==> config.mk <==
export PLATFORM = sky130hd
export DESIGN_NAME = coin_vendor
export DESIGN_NICKNAME = d
export VERILOG_FILES = /design/src/rtl/coin_vendor.sv
export SDC_FILE = /design/constraint.sdc
export NUM_CORES = 1
export LEC_CHECK = 0
export BUFFER_PORTS_ARGS = -buffer_cell sky130_fd_sc_hd__buf_4
export CORE_AREA = 2 2 39 41
export CTS_BUF_LIST = sky130_fd_sc_hd__clkbuf_16
export CTS_CLUSTER_DIAMETER = 30
export DETAILED_ROUTE_END_ITERATION = 6
export DIE_AREA = 0 0 41 43
export SETUP_SLACK_MARGIN = 0.15
export SLEW_MARGIN = 20
export SYNTH_ARGS = -nofsm -noshare
export SYNTH_HDL_FRONTEND = slang
export SYNTH_SLANG_ARGS = --single-unit
==> constraint.sdc <==
create_clock -name clk -period 1.9 [get_ports clk]
set_input_delay 0.38 -clock clk [delete_from_list [all_inputs] [get_ports clk]]
set_output_delay 0.38 -clock clk [all_outputs]
set_load 0.02 [all_outputs]
==> src/rtl/coin_vendor.sv <==
module coin_vendor #(
  parameter int PRICE_Q  = 4,
  parameter int ONE_Q    = 4,
  parameter int TWO_Q    = 8,
  parameter int CREDIT_W = 2,
  parameter int CHANGE_W = 3
) (
  input  logic                clk,
  input  logic                rst,
  input  logic                coin_q,
  input  logic                coin_one,
  input  logic                coin_two,
  output logic                vend,
  output logic [CHANGE_W-1:0] refund_q
);
  localparam int SUM_W = CHANGE_W + 1;

  logic [CREDIT_W-1:0] credit;
  logic [SUM_W-1:0]    coin_val;
  logic [SUM_W-1:0]    total;
  logic                paid;

  assign coin_val = coin_two ? SUM_W'(TWO_Q) :
                    coin_one ? SUM_W'(ONE_Q) :
                    coin_q   ? SUM_W'(1)     : '0;
  assign total = SUM_W'(credit) + coin_val;
  assign paid  = total >= SUM_W'(PRICE_Q);

  always_ff @(posedge clk) begin
    if (rst) begin
      credit   <= '0;
      vend     <= 1'b0;
      refund_q <= '0;
    end else if (paid) begin
      credit   <= '0;
      vend     <= 1'b1;
      refund_q <= CHANGE_W'(total - SUM_W'(PRICE_Q));
    end else begin
      credit   <= CREDIT_W'(total);
      vend     <= 1'b0;
      refund_q <= '0;
    end
  end

  AST_RESET_CLEARS: assert property (@(posedge clk) rst |=> (!vend && refund_q == '0 && credit == '0));
  AST_QUARTER_STEP: assert property (@(posedge clk) disable iff (rst)
    (coin_q && !coin_one && !coin_two && credit != '1) |=> (!vend && credit == $past(credit) + 1'b1));
  AST_ONE_VENDS: assert property (@(posedge clk) disable iff (rst)
    (coin_one && !coin_two) |=> (vend && credit == '0));
  AST_TWO_CHANGE: assert property (@(posedge clk) disable iff (rst)
    coin_two |=> (vend && refund_q >= CHANGE_W'(TWO_Q - PRICE_Q)));
  AST_NO_CHANGE_IDLE: assert property (@(posedge clk) disable iff (rst)
    !vend |-> refund_q == '0);
  AST_IDLE_HOLD: assert property (@(posedge clk) disable iff (rst)
    (!coin_q && !coin_one && !coin_two) |=> (!vend && credit == $past(credit)));
  AST_SALE_EMPTIES: assert property (@(posedge clk) disable iff (rst)
    vend |-> credit == '0);
endmodule

==> metrics, run 1 <==
Core ar. around 1400 sq um; input/output buffers 8; initial antenna violation count 0; worst slew pin tran 0.360 ns; Max rail drop VDD ~0.45 mV; area of the multi-input gates 116 sq um; CTS Buf Count 3; Synth Cell Area around 240 sq um; WL final 479 um; relative slew slack approximately three quarters; IO Count 9; Total GRT Usage 8.04%; vias in the first global route about 210; Post-Layout Cell Count 49; count leader, synth dfxtp_1; Post-CTS Setup Repair Bufs 0; syn nets 29; share of cells above drive strength 1 33.3%; Min Clock Period, post-route ~1.6 ns; CP arrival ~1.7 ns; wire length per cell 9.78 um; Clock Skew 0.00145 ns; post-route setup TNS 0 ns; Slew Limit Fails 0; GRT overflow 0; top cell type's share of synthesized area roughly 50%; chip height about 43 um; # hold bufs at CTS 0; fill count around 150; Worst-Skew Late Latency roughly 0.23 ns; Max H-tree Level 1; via density per instance roughly 4.1; Final period util between 80 and 90%; RePlAce Congestion ~0.63; Vias 200; GRT Max-Usage Layer met4; crit path kind in2reg; CTS Buffer Depth 2; std cell rows 14; Cell variety after synth 13; PnR worst setup slack approximately 0.33 ns; Final Hold Viols 0; top_reg_cell synth dfxtp_1; drc violations 0; Synth area leader dfxtp_1; synthesized instance count 22; die area roughly 1800 sq um; CTS Root Cell clkbuf_16; warnings from Yosys 0; Max Fanout on Critical Path 8; async set-reset flop share out of synthesis 0%; Initial Utilization between 15 and 20%; pin count of the biggest net entering global routing 9; sequential share of the synthesized area approximately 50%; TritonRoute pass-1 iters 1; first-pass GRT wire length approximately 820 um; CTS tree built; DR iter-0 viols 0; DP HPWL about 340 um; Syn-to-layout area delta 64.6%; RSZ-0062 raised after global routing no; endpoints failing setup 0; Placed Instances between 40 and 50; ranking of synthesized cells by area dfxtp_1 (50%), ha_1 (10%), o211a_1 (8.3%); Antenna Nets Post-Route 0; diode count 0; clk sinks 6; Max Freq 637 MHz; NumNets Final 42; leak pwr 0.194 nW; die width a little over 40 um; met2 Use GR roughly 9.1%; worst slack at placement approximately 0.11 ns; Post-synth EDFFs 0; Synth top cells by count dfxtp_1 (6), a21oi_1 (2), ha_1 (2), nor4b_1 (2), o211a_1 (2); met1 usage around 7.1%; Worst Setup Start Kind input port; CTS clk-pin slew, worst paths 0.03 ns; global routing met3 resource utilization between 7 and 8%; synthesis-stage register bit count 6; post-CTS resize count 0; max_cap viols 0; Worst setup EP type flip-flop; Power Density 1250 nW/um^2; run status finished clean; Critical Path RT 2.06 ns; register area between 100 and 150 sq um; HP Class in2reg; mean area per synthesized cell between 10 and 15 sq um
## per-stage QoR
| step | utilization [%] | hold slack (ns) | cell area [sq um] | total power, mW |
|---|---|---|---|---|
| after global routing | 28.6 | 0.350 | 395 | 0.511 |
| after CTS | 28.6 | 0.341 | 395 | 0.503 |
| after detailed placement | 23.1 | 0.574 | 320 | 0.160 |
| final | 28.6 | 0.345 | 395 | 0.496 |
| after floorplan | - | 0.449 | 240 | 0.144 |
| after global placement | 23.1 | 0.562 | 320 | 0.160 |
## area by class of cell
type                    instances  share of cell area [%]
repair buffers                  8                    15.2
clock buffers                   3                    19.0
inverters                       1                   0.949
multi-input cells              15                    29.4
flip-flops and latches          6                    30.4
well taps                      16                    5.06
## cells by family (layout without fill, tap and decap cells)
logic type      after synthesis  in the layout  synth area share (%)
compound gates                5              5                  15.6
fa+ha+maj                     2              2                  10.4
buf+inv                       1             12                  1.56
flops                         6              6                  50.0
simple gates                  8              8                  22.4
## flip-flops by register name, indices dropped and copies added, names as in the netlist
signal and count:
refund_q 3, credit 2, vend 1
## critical path, cell delays in order
cell	delay, ns
buf_4	0.14
nor3b_1	0.18
ha_1	0.20
ha_1	0.18
and2_1	0.15
or3b_1	0.35
a21oi_1	0.15
## worst paths after layout
| kind | start | to | slack, ns | cells after the start |
|---|---|---|---|---|
| max | coin_two | refund_q[2]$_SDFF_PP0_ | 0.33 | 7 |
| min | rst | refund_q[2]$_SDFF_PP0_ | 0.34 | 2 |
| max reg2reg | credit[0]$_SDFF_PP0_ | refund_q[1]$_SDFF_PP0_ | 0.46 | 5 |
| min reg2reg | credit[1]$_SDFF_PP0_ | refund_q[2]$_SDFF_PP0_ | 0.58 | 3 |
## power by group
group	internal (mW)	switching, mW	total (mW)	leakage [nW]
sequential	0.130	0.000926	0.131	0.0490
combinational	0.0130	0.0133	0.0263	0.108
clock	0.270	0.0685	0.338	0.0370
total	0.413	0.0827	0.496	0.194
## cells in the final DEF (no fill, tap or decap), drive strengths merged
cell type	instances
nand2	1
dfxtp	6
nor2	1
ha	2
o21a	1
o211a	2
nor3b	1
buf	8
inv	1
or3b	1
and2	1
nand2b	1
nor4b	2
a21oi	2
clkbuf	3
## routing by layer
layer,vias up,share of wire (%),routed length [um]
li1,103,-,-
met1,83,38,184
met2,10,37,177
met3,4,17,83
met4,0,7.1,34
met5,-,0,0
Power figures use the tool's default switching activity.
==> run 2, diff against run 1 <==
==> constraint.sdc (replaced) <==
create_clock -name clk -period 1.3 [get_ports clk]
set_input_delay 0.26 -clock clk [delete_from_list [all_inputs] [get_ports clk]]
set_output_delay 0.26 -clock clk [all_outputs]
set_load 0.02 [all_outputs]
==> run 2 against run 1 <==
Effect of this change:
- the flow now finishes with violations (setup timing)
- die area unchanged
- non-clock buffer count increased by 3
- routed wire length increased by 11%
- cell area is 18% higher
==> metrics, run 2 (synthesized netlist as in run 1, its figures left out) <==
DR iter-0 viols 9 (+9); Largest regs refund_q x3, credit x2, vend x1; Final Hold Viols 0 (unchanged); via density per instance 4.25 (+4.1%); max_cap viols 0 (unchanged); final core utilization 33.6% (+5.1 points); Vias 221 (+11%); Post-Layout Cell Count 52 (+6.1%); Hold Crit Endpoint refund_q[2]$_SDFF_PP0_; run status finished, violations left; chip height 43 um (unchanged); Slew Limit Fails 0 (unchanged); worst flop-to-flop path endpoint refund_q[1]$_SDFF_PP0_; Int Pwr 612 uW (+48%); die area 1760 sq um (unchanged); RePlAce Congestion 0.688 (+8.4%); failing checks setup timing; Core ar. 1380 sq um (unchanged); Top reg by flops refund_q; first-pass GRT wire length 828 um (+0.85%); RR Startpoint credit[0]$_SDFF_PP0_; Max Freq roughly 760 MHz; leak pwr 0.211 nW (+8.8%); Initial Utilization 17.4% (unchanged); crit path kind reg2reg; share of cells above drive strength 1 55.6% (+22 points); CTS Buf Count 3 (unchanged); Min Clock Period, post-route 1.32 ns; vias in the first global route 202 (-3.3%); pin count of the biggest net entering global routing 8 (-1); Antenna Nets Post-Route 0 (unchanged); fill count 144 (-1.4%); HP Class in2reg; initial antenna violation count 0 (unchanged); most common cell after layout, fill and taps aside buf_4; R2R depth 6 (+1); std cell rows 14 (unchanged); post-route setup TNS -0.0270 ns (-0.0270 ns); critical path, cell by cell ha_2, ha_4, and2_4, buf_4, a21oi_4, o211a_1; Final period util 101%; clk sinks 6 (unchanged); PnR worst setup slack -0.0156 ns (-0.346 ns); Total GRT Usage 8.56% (+0.52 points); CP Depth 6 (-1); NumNets Final 45 (+7.1%); CTS Root Cell clkbuf_16; Worst setup EP type flip-flop; Syn-to-layout area delta 93.8%; TritonRoute pass-1 iters 3 (+2); Max H-tree Level 1 (unchanged); Clock Power Share 67.4% (-0.8 points); IO Count 9 (unchanged); Comb power frac 6.8% (+1.5 points); max reg flops 3 (unchanged); Worst Setup Start Kind flip-flop; max incr delay on CP 0.29 ns (-0.06 ns); CTS Buffer Depth 2 (unchanged); diode count 0 (unchanged); sequential cell fraction of total power 25.8% (-0.7 points); Hold Crit Depth 2 (unchanged); Psw 130 uW (+57%); endpoints failing setup 3 (+3); Max rail drop VDD 1.15 mV (+160%); die width 41 um (unchanged); hold path startpoint rst; relative slew slack 85.3% (+9.3 points); drc violations 0 (unchanged); DP HPWL 344 um (+1.9%); CP delay by family, top compound AO/OA/AOI/OAI gates; GRT overflow 0 (unchanged); CP max stage cell dfxtp_1; CTS tree built; worst slew pin tran 0.218 ns (-0.143 ns); Power Density 1590 nW/um^2 (+27%); Placed Instances 48 (+4.3%); RSZ-0062 raised after global routing yes; most frequent cells in the layout buf_4 (9), dfxtp_1 (6), clkbuf_16 (3), o211a_1 (2), buf_6 (2); input/output buffers 8 (unchanged); CP arrival 1.49 ns (-0.24 ns); Critical Path RT 1.47 ns (-0.59 ns); Sw Ratio 17.5% (+0.84 points); WL final 533 um (+11%); Clock Skew 0.00119 ns (-0.000258 ns); Worst-Skew Late Latency 0.23 ns (about the same); Critical path buffers and inverters 1 (unchanged); reg-to-reg slack, setup -0.02 ns (-0.48 ns); Max Fanout on Critical Path 5 (-3); CTS clk-pin slew, worst paths 0.03 ns (about the same); Area after DPL 355 sq um (+11%); wire length per cell 10.3 um (+4.9%); finished layout cell area 465 sq um (+18%); Fin Hold WS 0.227 ns (-0.117 ns)
-- run 2: cell count changes in the layout (fill, tap and decap cells not counted) --
cell,change
ha_2,+1
buf_6,+2
and2_4,+1
a21oi_1,-1
ha_1,-2
and2_1,-1
nor4b_2,+1
nor3b_1,-1
ha_4,+1
nor3b_2,+1
buf_4,+1
nor4b_1,-1
a21oi_4,+1
-- run 2: worst register-to-register path: cells and delay by family (launching register included) --
| kind | cells | cell delay [ns] |
|---|---|---|
| AOI/OAI and AO/OA | 2 | 0.36 |
| adders and majority gates | 2 | 0.35 |
| buffers and inverters | 1 | 0.13 |
| DFF | 1 | 0.29 |
| and+or+nand+nor | 1 | 0.13 |
-- run 2: worst max path at each step --
stage                    startpoint                     end  slack, ns
6_report       credit[0]$_SDFF_PP0_  refund_q[1]$_SDFF_PP0_      -0.02
5_1_grt                    coin_one  refund_q[2]$_SDFF_PP0_      -0.07
4_1_cts                    coin_two  refund_q[2]$_SDFF_PP0_      -0.05
3_5_place_dp                 coin_q  refund_q[1]$_SDFF_PP0_      -0.31
3_3_place_gp                 coin_q  refund_q[1]$_SDFF_PP0_      -0.30
2_1_floorplan              coin_one  refund_q[2]$_SDFF_PP0_      -0.08
-- run 2: power by group through the flow --
stage	combinational, mW	clock, mW	sequential, mW
final	0.0504	0.500	0.192
after global routing	0.0536	0.511	0.192
after CTS	0.0495	0.506	0.192
after detailed placement	0.0454	0	0.194
after global placement	0.0452	0	0.194
after floorplan	0.0112	0	0.200
-- run 2: repair_timing --
action                     in CTS  in global routing
setup buffers                   1                  0
hold endpoints to repair        0                  0
hold buffers                    0                  0
gates cloned                    0                  0
resized for setup               5                  1
pin swaps                       7                  7
setup endpoints to repair       6                  6
-- run 2: layout make-up --
| cell class | count | area (sq um) | share of cell area [%] |
|---|---|---|---|
| Inverter | 1 | 3.75 | 0.806 |
| Clock buffer | 3 | 75.1 | 16.1 |
| Multi-Input combinational cell | 15 | 156 | 33.6 |
| Sequential cell | 6 | 120 | 25.8 |
| Timing Repair Buffer | 11 | 90.1 | 19.4 |
| Tap cell | 16 | 20.0 | 4.30 |
-- run 2: stage by stage --
stage | power, mW | setup WS [ns]
3_5_place_dp | 0.240 | -0.308
5_1_grt | 0.756 | -0.0695
4_1_cts | 0.748 | -0.0512
3_3_place_gp | 0.239 | -0.299
6_report | 0.742 | -0.0156
2_1_floorplan | 0.211 | -0.0831
-- run 2: per-layer routing --
layer  vias to the layer above  wire, um  part of all wire (%)  GRT usage [%]
li1                        109         -                     -              -
met1                        97       258                    48           9.74
met2                        11       168                    32           7.81
met3                         4        65                    12           6.28
met4                         0        40                   7.5           12.0
met5                         -         0                     0              0
==> run 3, diff against run 2 <==
--- a/config.mk
+++ b/config.mk
@@ -5,10 +5,11 @@
 export SDC_FILE = /design/constraint.sdc
 export NUM_CORES = 1
 export LEC_CHECK = 0
-export BUFFER_PORTS_ARGS = -buffer_cell sky130_fd_sc_hd__buf_4
+export BUFFER_PORTS_ARGS = -buffer_cell sky130_fd_sc_hd__buf_2
 export CORE_AREA = 2 2 39 41
 export CTS_BUF_LIST = sky130_fd_sc_hd__clkbuf_16
 export CTS_CLUSTER_DIAMETER = 30
+export CTS_CLUSTER_SIZE = 20
 export DETAILED_ROUTE_END_ITERATION = 6
 export DIE_AREA = 0 0 41 43
 export SETUP_SLACK_MARGIN = 0.15
==> run 3 against run 2 <==
Effect of this change:
- the run still ends with setup timing left
- routed wire length increased by 9.8%
- sequential power about the same
- cell area decreased by 2.4%
- die area unchanged
- global-route usage increased by 0.30 points
- clock skew about the same
- worst setup slack improved by 0.00073 ns
- critical endpoint is now refund_q[2]$_SDFF_PP0_
- via count increased by 3.2%
- first-iteration DRC count decreased by 67%
- clock-buffer cell count unchanged
- combinational power decreased by 3%
==> metrics, run 3 (synthesized netlist as in run 1, its figures left out) <==
first-pass GRT wire length 890 um (+7.5%); DP HPWL 383 um (+11%); worst slew pin tran 0.287 ns (+0.0690 ns); fill count 145 (+0.69%); wire length per cell 11.5 um (+12%); TritonRoute pass-1 iters 4 (+1); HP Class in2reg; RePlAce Congestion 0.693 (+0.79%); CTS Buffer Depth 2 (unchanged); Max H-tree Level 1 (unchanged); pin count of the biggest net entering global routing 8 (unchanged); Antenna Nets Post-Route 0 (unchanged); Power, Total 737 uW (-0.63%); Clock Skew 0.000984 ns (-0.000204 ns); Critical Path RT 1.46 ns (about the same); CP Capture Point refund_q[2]$_SDFF_PP0_; Comb power frac 6.6% (-0.2 points); Clock Power Share 67.3% (about the same); diode count 0 (unchanged); Slew Limit Fails 0 (unchanged); most frequent cells in the layout buf_2 (6), dfxtp_1 (5), clkbuf_16 (3); Total GRT Usage 8.86% (+0.30 points); die width 41 um (unchanged); Min Clock Period, post-route 1.31 ns (-0.000727 ns); Largest regs refund_q x3, credit x2, vend x1; max_cap viols 0 (unchanged); # hold bufs at CTS 0 (unchanged); failing checks setup timing; CP arrival 1.47 ns (-0.02 ns); Post-CTS Setup Repair Bufs 0 (-1); Top reg by flops refund_q; worst slack at placement -0.282 ns (+0.0260 ns); Psw 128 uW (-1.7%); crit path kind in2reg; R2R depth 5 (-1); endpoints failing setup 1 (-2); worst flop-to-flop path endpoint refund_q[2]$_SDFF_PP0_; die area 1760 sq um (unchanged); Fin Hold WS 0.246 ns (+0.0186 ns); Max Fanout on Critical Path 3 (-2); share of cells above drive strength 1 54.3% (-1.3 points); clk sinks 6 (unchanged); Max Freq 761 MHz (about the same); Max rail drop VDD 0.782 mV (-32%); relative slew slack 80.6% (-4.7 points); Vias 228 (+3.2%); Core ar. 1380 sq um (unchanged); most common cell after layout, fill and taps aside buf_2; NumNets Final 44 (-2.2%); vias in the first global route 213 (+5.4%); drc violations 0 (unchanged); CTS Root Cell clkbuf_16; sequential cell fraction of total power 26.0% (+0.2 points); IO Count 9 (unchanged); leak pwr 0.207 nW (-1.9%); Final period util 101% (about the same); RSZ-0062 raised after global routing yes; GRT overflow 0 (unchanged); Sw Ratio 17.3% (-0.20 points); input/output buffers 8 (unchanged); crit path launch coin_one; DR iter-0 viols 3 (-6); CTS Buf Count 3 (unchanged); CTS tree built; Worst setup EP type flip-flop; Int Pwr 609 uW (-0.40%); CTS clk-pin slew, worst paths 0.03 ns (about the same); Worst Setup Start Kind input port; chip height 43 um (unchanged); Power Density 1620 nW/um^2 (+1.8%); WL final 585 um (+9.8%); initial antenna violation count 0 (unchanged); RR Startpoint credit[0]$_SDFF_PP0_; PnR worst setup slack -0.0149 ns (+0.000727 ns); reg-to-reg slack, setup 0.02 ns (+0.04 ns); via density per instance 4.47 (+5.2%); Initial Utilization 17.4% (unchanged); max reg flops 3 (unchanged); std cell rows 14 (unchanged); Syn-to-layout area delta 89.1%; post-route setup TNS -0.0149 ns (+0.0121 ns); Final Hold Viols 0 (unchanged); Worst-Skew Late Latency 0.23 ns (about the same); run status finished, violations left
[run 3: cell count changes in the layout (fill, tap and decap cells not counted), sizes merged]
cell and change:
buf -1
[run 3: area by class of cell]
type / instances / area [sq um] / share of cell area (%)
clock buffer: 3 / 75.1 / 16.5
inverter: 1 / 3.75 / 0.826
multi-input combinational: 15 / 166 / 36.6
sequential: 6 / 121 / 26.7
tap: 16 / 20.0 / 4.41
timing repair buffer: 10 / 67.6 / 14.9
[run 3: timing repair]
item                                    in CTS  in global routing
resized for setup                            5                  3
pin swaps                                    2                  1
endpoints found under the setup margin       6                  6
[run 3: metrics by stage]
stage / utilization [%] / instances / instance area (sq um)
after floorplan: - / 22 / 260
after global placement: 24.2 / 48 / 335
after detailed placement: 24.2 / 48 / 335
after CTS: 31.6 / 51 / 437
after global routing: 32.8 / 51 / 454
final: 32.8 / 51 / 454
[run 3: how the worst min path moves through the flow]
stage / slack (ns) / startpoint / cells after the start / end
global placement: 0.48 / rst / 2 / refund_q[2]$_SDFF_PP0_
detailed placement: 0.48 / rst / 2 / refund_q[2]$_SDFF_PP0_
CTS: 0.25 / rst / 2 / refund_q[2]$_SDFF_PP0_
global route: 0.26 / rst / 2 / refund_q[2]$_SDFF_PP0_
finish: 0.25 / rst / 2 / refund_q[2]$_SDFF_PP0_
floorplan: 0.33 / rst / 1 / refund_q[2]$_SDFF_PP0_
[run 3: worst max-delay path: stages]
cell	delay [ns]
buf_6	0.10
nor3b_4	0.21
ha_4	0.17
ha_4	0.13
and2_4	0.15
or3b_1	0.34
a21oi_1	0.12
[run 3: routing by layer]
layer | share of wire [%] | global-route usage (%) | vias to the layer above
met5 | 0 | 0 | -
met4 | 6.2 | 10.0 | 0
met3 | 11 | 6.81 | 6
met2 | 41 | 10.0 | 11
met1 | 42 | 9.09 | 102
li1 | - | - | 109
[run 3: power by group through the flow]
| stage | logic, mW | clock network (mW) | registers (mW) |
|---|---|---|---|
| 4_1_cts | 0.0450 | 0.507 | 0.191 |
| 2_1_floorplan | 0.0112 | 0 | 0.200 |
| 3_5_place_dp | 0.0392 | 0 | 0.194 |
| 3_3_place_gp | 0.0391 | 0 | 0.194 |
| 5_1_grt | 0.0526 | 0.517 | 0.192 |
| 6_report | 0.0490 | 0.496 | 0.192 |
